===== config.mk =====
export PLATFORM = sky130hd
export DESIGN_NAME = ctx_remap_stage
export DESIGN_NICKNAME = d
export VERILOG_FILES = /design/src/rtl/rmp_pkg.sv /design/src/rtl/rmp_free_pool.sv /design/src/rtl/rmp_ctx_table.sv /design/src/rtl/ctx_remap_stage.sv
export SDC_FILE = /design/constraint.sdc
export NUM_CORES = 1
export LEC_CHECK = 0
export BUFFER_PORTS_ARGS = -buffer_cell sky130_fd_sc_hd__buf_2
export CAP_MARGIN = 15
export CORE_MARGIN = 2
export CORE_UTILIZATION = 45
export DETAILED_ROUTE_END_ITERATION = 7
export PLACE_DENSITY = 0.68
export SYNTH_ARGS = -nofsm -noshare
export SYNTH_HDL_FRONTEND = slang
export SYNTH_SLANG_ARGS = --single-unit

===== constraint.sdc =====
create_clock -name clk -period 4.2 [get_ports clk]
set_clock_uncertainty 0.2 [all_clocks]
set_input_delay 0.42 -clock clk [delete_from_list [all_inputs] [get_ports clk]]
set_output_delay 0.42 -clock clk [all_outputs]
set_load 0.02 [all_outputs]

===== src/rtl/rmp_pkg.sv =====
package rmp_pkg;
   typedef enum logic [1:0] {
      PH_NORMAL = 2'b00,
      PH_ACCESS = 2'b01,
      PH_EXEC   = 2'b10,
      PH_RSVD   = 2'b11
   } phase_e;
endpackage


===== src/rtl/rmp_free_pool.sv =====
module rmp_free_pool #(
   parameter int EXTRA     = 16,
   parameter bit LOW_FIRST = 1'b1,
   localparam int EW       = $clog2(EXTRA)
) (
   input  logic             clk,
   input  logic             rst_n,
   input  logic             take,
   input  logic [EXTRA-1:0] ret_mask,
   output logic [EW-1:0]    pick,
   output logic             empty,
   output logic [EXTRA-1:0] free_mask
);
   logic [EXTRA-1:0] free_q;
   logic [EXTRA-1:0] take_hot;

   generate
      if (LOW_FIRST) begin : g_low
         always_comb begin
            pick = '0;
            for (int i = EXTRA - 1; i >= 0; i--) begin
               if (free_q[i]) pick = EW'(i);
            end
         end
      end else begin : g_high
         always_comb begin
            pick = '0;
            for (int i = 0; i < EXTRA; i++) begin
               if (free_q[i]) pick = EW'(i);
            end
         end
      end
   endgenerate

   assign empty     = ~|free_q;
   assign take_hot  = take ? (EXTRA'(1) << pick) : '0;
   assign free_mask = free_q;

   always_ff @(posedge clk) begin
      if (!rst_n) free_q <= '1;
      else        free_q <= (free_q & ~take_hot) | ret_mask;
   end
endmodule


===== src/rtl/rmp_ctx_table.sv =====
module rmp_ctx_table #(
   parameter int ARCH  = 16,
   parameter int CTXS  = 4,
   parameter int EXTRA = 16,
   localparam int AW   = $clog2(ARCH),
   localparam int CW   = $clog2(CTXS),
   localparam int EW   = $clog2(EXTRA)
) (
   input  logic             clk,
   input  logic             rst_n,
   input  logic [CW-1:0]    rd_ctx,
   input  logic [AW-1:0]    rd_a,
   input  logic [AW-1:0]    rd_b,
   input  logic [AW-1:0]    rd_d,
   output logic             a_hit,
   output logic [EW-1:0]    a_slot,
   output logic             b_hit,
   output logic [EW-1:0]    b_slot,
   output logic             d_hit,
   output logic [EW-1:0]    d_slot,
   input  logic             wr_en,
   input  logic [AW-1:0]    wr_arch,
   input  logic [EW-1:0]    wr_slot,
   input  logic             rel_en,
   input  logic [CW-1:0]    rel_ctx,
   output logic [EXTRA-1:0] rel_owned
);
   logic [ARCH-1:0]  vld_w  [CTXS];
   logic [EW-1:0]    slot_w [CTXS][ARCH];
   logic [EXTRA-1:0] own_w  [CTXS];

   generate
      for (genvar g = 0; g < CTXS; g++) begin : g_ctx
         logic [ARCH-1:0]  vld_q;
         logic [EW-1:0]    slot_q [ARCH];
         logic [EXTRA-1:0] own_q;
         logic             hit_rel;
         logic             hit_wr;

         assign hit_rel = rel_en && (rel_ctx == CW'(g));
         assign hit_wr  = wr_en && (rd_ctx == CW'(g)) && !hit_rel;

         always_ff @(posedge clk) begin
            if (!rst_n) begin
               vld_q <= '0;
               own_q <= '0;
            end else if (hit_rel) begin
               vld_q <= '0;
               own_q <= '0;
            end else if (hit_wr) begin
               vld_q[wr_arch] <= 1'b1;
               own_q[wr_slot] <= 1'b1;
            end
         end

         always_ff @(posedge clk) begin
            if (hit_wr) slot_q[wr_arch] <= wr_slot;
         end

         assign vld_w[g]  = vld_q;
         assign slot_w[g] = slot_q;
         assign own_w[g]  = own_q;
      end
   endgenerate

   assign a_hit     = vld_w[rd_ctx][rd_a];
   assign a_slot    = slot_w[rd_ctx][rd_a];
   assign b_hit     = vld_w[rd_ctx][rd_b];
   assign b_slot    = slot_w[rd_ctx][rd_b];
   assign d_hit     = vld_w[rd_ctx][rd_d];
   assign d_slot    = slot_w[rd_ctx][rd_d];
   assign rel_owned = own_w[rel_ctx];
endmodule


===== src/rtl/ctx_remap_stage.sv =====
module ctx_remap_stage #(
   parameter int ARCH_REGS       = 16,
   parameter int CONTEXTS        = 4,
   parameter int EXTRA_REGS      = 16,
   parameter bit ALLOC_LOW_FIRST = 1'b1,
   localparam int AW = $clog2(ARCH_REGS),
   localparam int CW = $clog2(CONTEXTS),
   localparam int EW = $clog2(EXTRA_REGS),
   localparam int PW = $clog2(ARCH_REGS + EXTRA_REGS)
) (
   input  logic          clk,
   input  logic          rst_n,
   input  logic          in_valid,
   input  logic [1:0]    in_phase,
   input  logic [CW-1:0] in_ctx,
   input  logic [AW-1:0] in_src_a,
   input  logic [AW-1:0] in_src_b,
   input  logic [AW-1:0] in_dst,
   input  logic          in_we,
   input  logic          rel_valid,
   input  logic [CW-1:0] rel_ctx,
   output logic          stall,
   output logic          out_valid,
   output logic [PW-1:0] out_src_a,
   output logic [PW-1:0] out_src_b,
   output logic [PW-1:0] out_dst,
   output logic          out_we
);
   import rmp_pkg::*;

   generate
      if (ARCH_REGS < 2 || (1 << AW) != ARCH_REGS) begin : g_bad_arch
         $error("ARCH_REGS must be a power of two of at least 2");
      end
      if (CONTEXTS < 2 || (1 << CW) != CONTEXTS) begin : g_bad_ctx
         $error("CONTEXTS must be a power of two of at least 2");
      end
      if (EXTRA_REGS < 2 || (1 << EW) != EXTRA_REGS) begin : g_bad_extra
         $error("EXTRA_REGS must be a power of two of at least 2");
      end
   endgenerate

   phase_e             phase;
   logic               is_acc;
   logic               use_tbl;
   logic               a_hit, b_hit, d_hit;
   logic [EW-1:0]      a_slot, b_slot, d_slot;
   logic [EW-1:0]      pick;
   logic               pool_empty;
   logic [EXTRA_REGS-1:0] free_mask;
   logic [EXTRA_REGS-1:0] rel_owned;
   logic [EXTRA_REGS-1:0] ret_mask;
   logic               need_alloc;
   logic               accept;
   logic               take;
   logic [PW-1:0]      phys_a, phys_b, phys_d;

   function automatic logic [PW-1:0] to_spare(input logic [EW-1:0] slot);
      return PW'(ARCH_REGS) + PW'(slot);
   endfunction

   assign phase   = phase_e'(in_phase);
   assign is_acc  = (phase == PH_ACCESS);
   assign use_tbl = (phase == PH_ACCESS) || (phase == PH_EXEC);

   rmp_ctx_table #(
      .ARCH (ARCH_REGS),
      .CTXS (CONTEXTS),
      .EXTRA(EXTRA_REGS)
   ) u_table (
      .clk      (clk),
      .rst_n    (rst_n),
      .rd_ctx   (in_ctx),
      .rd_a     (in_src_a),
      .rd_b     (in_src_b),
      .rd_d     (in_dst),
      .a_hit    (a_hit),
      .a_slot   (a_slot),
      .b_hit    (b_hit),
      .b_slot   (b_slot),
      .d_hit    (d_hit),
      .d_slot   (d_slot),
      .wr_en    (take),
      .wr_arch  (in_dst),
      .wr_slot  (pick),
      .rel_en   (rel_valid),
      .rel_ctx  (rel_ctx),
      .rel_owned(rel_owned)
   );

   assign ret_mask = rel_valid ? rel_owned : '0;

   rmp_free_pool #(
      .EXTRA    (EXTRA_REGS),
      .LOW_FIRST(ALLOC_LOW_FIRST)
   ) u_pool (
      .clk      (clk),
      .rst_n    (rst_n),
      .take     (take),
      .ret_mask (ret_mask),
      .pick     (pick),
      .empty    (pool_empty),
      .free_mask(free_mask)
   );

   assign need_alloc = in_valid && in_we && is_acc && !d_hit;
   assign stall      = rel_valid || (need_alloc && pool_empty);
   assign accept     = in_valid && !stall;
   assign take       = accept && need_alloc;

   always_comb begin
      phys_a = (use_tbl && a_hit) ? to_spare(a_slot) : PW'(in_src_a);
      phys_b = (use_tbl && b_hit) ? to_spare(b_slot) : PW'(in_src_b);
      if (is_acc && in_we) begin
         phys_d = d_hit ? to_spare(d_slot) : to_spare(pick);
      end else begin
         phys_d = PW'(in_dst);
      end
   end

   always_ff @(posedge clk) begin
      if (!rst_n) begin
         out_valid <= 1'b0;
         out_src_a <= '0;
         out_src_b <= '0;
         out_dst   <= '0;
         out_we    <= 1'b0;
      end else begin
         out_valid <= accept;
         if (accept) begin
            out_src_a <= phys_a;
            out_src_b <= phys_b;
            out_dst   <= phys_d;
            out_we    <= in_we;
         end
      end
   end
endmodule


==> flow_summary.json <==
{
  "status": "finished clean",
  "vias": 12700,
  "io_buffers": 40,
  "cts_root_buffer": "clkbuf_16",
  "worstSetupPathType": "flop to flop",
  "clkSinkCount": 417,
  "dp_slack_ps": 203,
  "path_common_cell": "nor2_1",
  "grt_max_degree": 65,
  "viasPerCell": 6.43,
  "slowest_stage": "nor3_1",
  "die_x_um": 207,
  "fin_cells": 1973,
  "synth-compound-area-share_pct": 11.4,
  "synth_cell_type_count": 75,
  "final.fill_count": 3402,
  "grt_util_met3_pct": 7.53,
  "fp.dieH_um": 207,
  "antenna_found_initial": 4,
  "max_freq_mhz": 269,
  "tightest_slew_ps": 1200,
  "syn_to_final_growth_pct": 11.9,
  "cts_buffers": 44,
  "num_io_pins": 41,
  "cap_violations": 0,
  "antenna_left": 0,
  "wl_per_cell_um": 27.4,
  "maxSlewViolCount": 0,
  "synth_edf_count": 256,
  "h-tree-depth": 2,
  "p_leak_nw": 7.10,
  "synth_xor_area_share_pct": 0,
  "crit_path_start_kind": "flop",
  "setup_tns_ps": 0,
  "power_density_nw_per_um2": 415,
  "coreArea_um2": 40800,
  "use_met2_pct": 37.2,
  "grt_pass1_wl_mm": 81.8,
  "ys_ff_latch": 417,
  "ir_worst_vdd_uv": 241,
  "cts_tree": "built",
  "worstSetupEndpointType": "flop",
  "grt_overflow": 0,
  "synthSimpleGateAreaFrac_pct": 8.94,
  "period_needed_ps": 3710,
  "drive_gt1_share_pct": 22.9,
  "fin_ws_ps": 489,
  "dp.cells": 1888,
  "setup_viol": 0,
  "fp.dieArea_um2": 43000,
  "nets": 1427,
  "synth-async-reset-ratio_pct": 0,
  "reg2reg_slack_ps": 490,
  "hp-class": "primary input to flop",
  "cts_setup_buffers": 0,
  "ys.flop_type": "edfxtp_1",
  "syn_avg_cell_area_um2": 13.7,
  "clk_pin_slew_ps": 60,
  "synthMuxAreaShare_pct": 17.9,
  "crit_chain": "nor4_1, nand2_1, nor2_1, nor3_1, or4b_4, or3b_1, buf_4, nor2_1",
  "arrival_ps": 3720,
  "critPathMaxFanout": 9,
  "busiest_layer": "met2",
  "relSlewSlack_pct": 20.3,
  "rows": 74,
  "syn_nets": 1385,
  "rsz0062_at_grt": "no",
  "yosysWarnings": 0,
  "synth_top_family_by_area": "multiplexers",
  "crit_family": "simple AND/OR/NAND/NOR gates",
  "dr.first_iter.drc_count": 1617,
  "worstSkewPairLatency_ps": 580,
  "grt_use_met1_pct": 35.2,
  "hold_viol_final": 0,
  "start_util_pct": 45.6,
  "synth-seq-area-share_pct": 58.6,
  "critPathRequiredTime_ps": 4210,
  "drt-total-wl_mm": 54.0,
  "groute.usage.overall_pct": 25.2,
  "routabilityCongestion": 0.971,
  "hold_ws_ps": 68.5,
  "ctsLongestPathBuffers": 3,
  "timing.final.crit_share_pct": 88.4,
  "firstDrtPassIters": 6,
  "grt_pass1_vias": 12700,
  "path_buf_inv": 1,
  "max_stage_delay_ps": 770,
  "synthAdderAreaFrac_pct": 0.0672,
  "postSynthCellCount": 1361,
  "drc": 0,
  "synth.cell_area_um2": 18600,
  "dp_hpwl_mm": 37.6
}
[registers in the layout, indices dropped and copies added, names as in the netlist]
register and flops:
out_src_b 5, u_table.g_ctx.slot_q 256, out_we 1, u_table.g_ctx.vld_q 64
out_valid 1, u_table.g_ctx.own_q 64, out_dst 5, out_src_a 5
u_pool.free_mask 16
[cells by family (layout without fill, tap and decap cells)]
| kind of cell | after synthesis | after routing |
|---|---|---|
| AOI/OAI and AO/OA | 322 | 322 |
| DFF | 417 | 417 |
| buffers and inverters | 112 | 190 |
| adders and majority gates | 1 | 1 |
| other | 0 | 2 |
| and+or+nand+nor | 340 | 340 |
| muxes | 169 | 169 |
[layout by cell type (no fill, tap or decap), drive strengths merged, types with 3 or more instances in the layout]
cell type	n
and2	15
a21oi	96
mux2i	34
mux2	7
a211oi	7
a211o	4
and2b	3
a22oi	55
clkbuf	59
buf	93
o311ai	3
nand2b	7
nand3b	4
nor4	8
nor3	27
dfxtp	161
o31ai	8
a32oi	10
nand4	6
edfxtp	256
nand2	59
o21ai	31
nand3	15
nor4b	3
o22ai	5
a31oi	17
nor2b	10
inv	15
clkinvlp	3
o41ai	3
or3	6
clkinv	17
mux4	128
o21a	64
nor3b	5
a2111oi	3
nor2	163
[final cells by class]
| type | instances | area [um^2] | share of cell area, % |
|---|---|---|---|
| repair buffers | 94 | 617 | 2.96 |
| diodes | 2 | 5.00 | 0.0240 |
| inverters | 14 | 52.6 | 0.252 |
| flip-flops and latches | 417 | 10900 | 52.4 |
| well taps | 532 | 666 | 3.19 |
| clock buffers | 59 | 1250 | 6.00 |
| clock inverters | 23 | 201 | 0.967 |
| multi-input cells | 832 | 7140 | 34.2 |
[worst paths after layout]
| kind | depth (start not counted) | endpoint | startpoint |
|---|---|---|---|
| worst min-delay path | 2 | out_dst[0] | rst_n |
| worst max-delay path | 8 | u_table.g_ctx[2].slot_q[41] | u_pool.free_mask[1] |
| worst min register to register | 2 | u_table.g_ctx[2].own_q[2] | u_table.g_ctx[2].own_q[2] |
| worst max register to register | 8 | u_table.g_ctx[2].slot_q[41] | u_pool.free_mask[1] |
[power breakdown]
| part | internal, mW | switching [mW] |
|---|---|---|
| Clock | 2.23 | 1.63 |
| Combinational | 0.154 | 0.320 |
| Sequential | 4.31 | 0.00571 |
[metal layers]
layer / wire length [um] / share of wire [%] / vias up
li1: - / - / 5425
met1: 22600 / 42 / 6473
met2: 23900 / 44 / 665
met3: 5600 / 10 / 128
met4: 1840 / 3.4 / 4
met5: 30 / 0.056 / -
[synthesized netlist by cell type, drive strengths merged (2+ instances only)]
cell | number | area [um^2]
edfxtp | 256 | 7690
nor2 | 163 | 699
dfxtp | 161 | 3220
mux4 | 128 | 2910
a21oi | 96 | 480
o21a | 64 | 480
nand2 | 59 | 221
a22oi | 55 | 413
clkbuf | 51 | 215
buf | 45 | 299
mux2i | 34 | 340
o21ai | 31 | 155
nor3 | 27 | 140
a31oi | 17 | 106
and2 | 15 | 101
nand3 | 15 | 75.1
inv | 14 | 52.6
a32oi | 10 | 87.6
nor2b | 10 | 62.6
nor4 | 8 | 50.1
o31ai | 8 | 60.1
a211oi | 7 | 52.6
mux2 | 7 | 78.8
nand2b | 7 | 43.8
nand4 | 6 | 37.5
or3 | 6 | 38.8
nor3b | 5 | 42.5
o22ai | 5 | 31.3
a211o | 4 | 35.0
nand3b | 4 | 30.0
a2111oi | 3 | 26.3
and2b | 3 | 23.8
nor4b | 3 | 26.3
o311ai | 3 | 26.3
o41ai | 3 | 26.3
a221o | 2 | 20.0
and3 | 2 | 12.5
o2111ai | 2 | 17.5
o211ai | 2 | 15.0
or2 | 2 | 12.5
[metrics by stage]
stage               cell area (um^2)  utilization, %  power [mW]
global route                   20800            51.0        8.89
detailed placement             19400            47.4        4.87
finish                         20800            51.0        8.65
CTS                            20800            51.0        8.69
global placement               19400            47.4        4.87
floorplan                      18600               -        4.71
[timing repair]
item / CTS / global route
hold buffers: 1 / 0
endpoints found under the hold margin: 1 / 0
gates resized for setup: 0 / 0
Power figures use the tool's default switching activity.
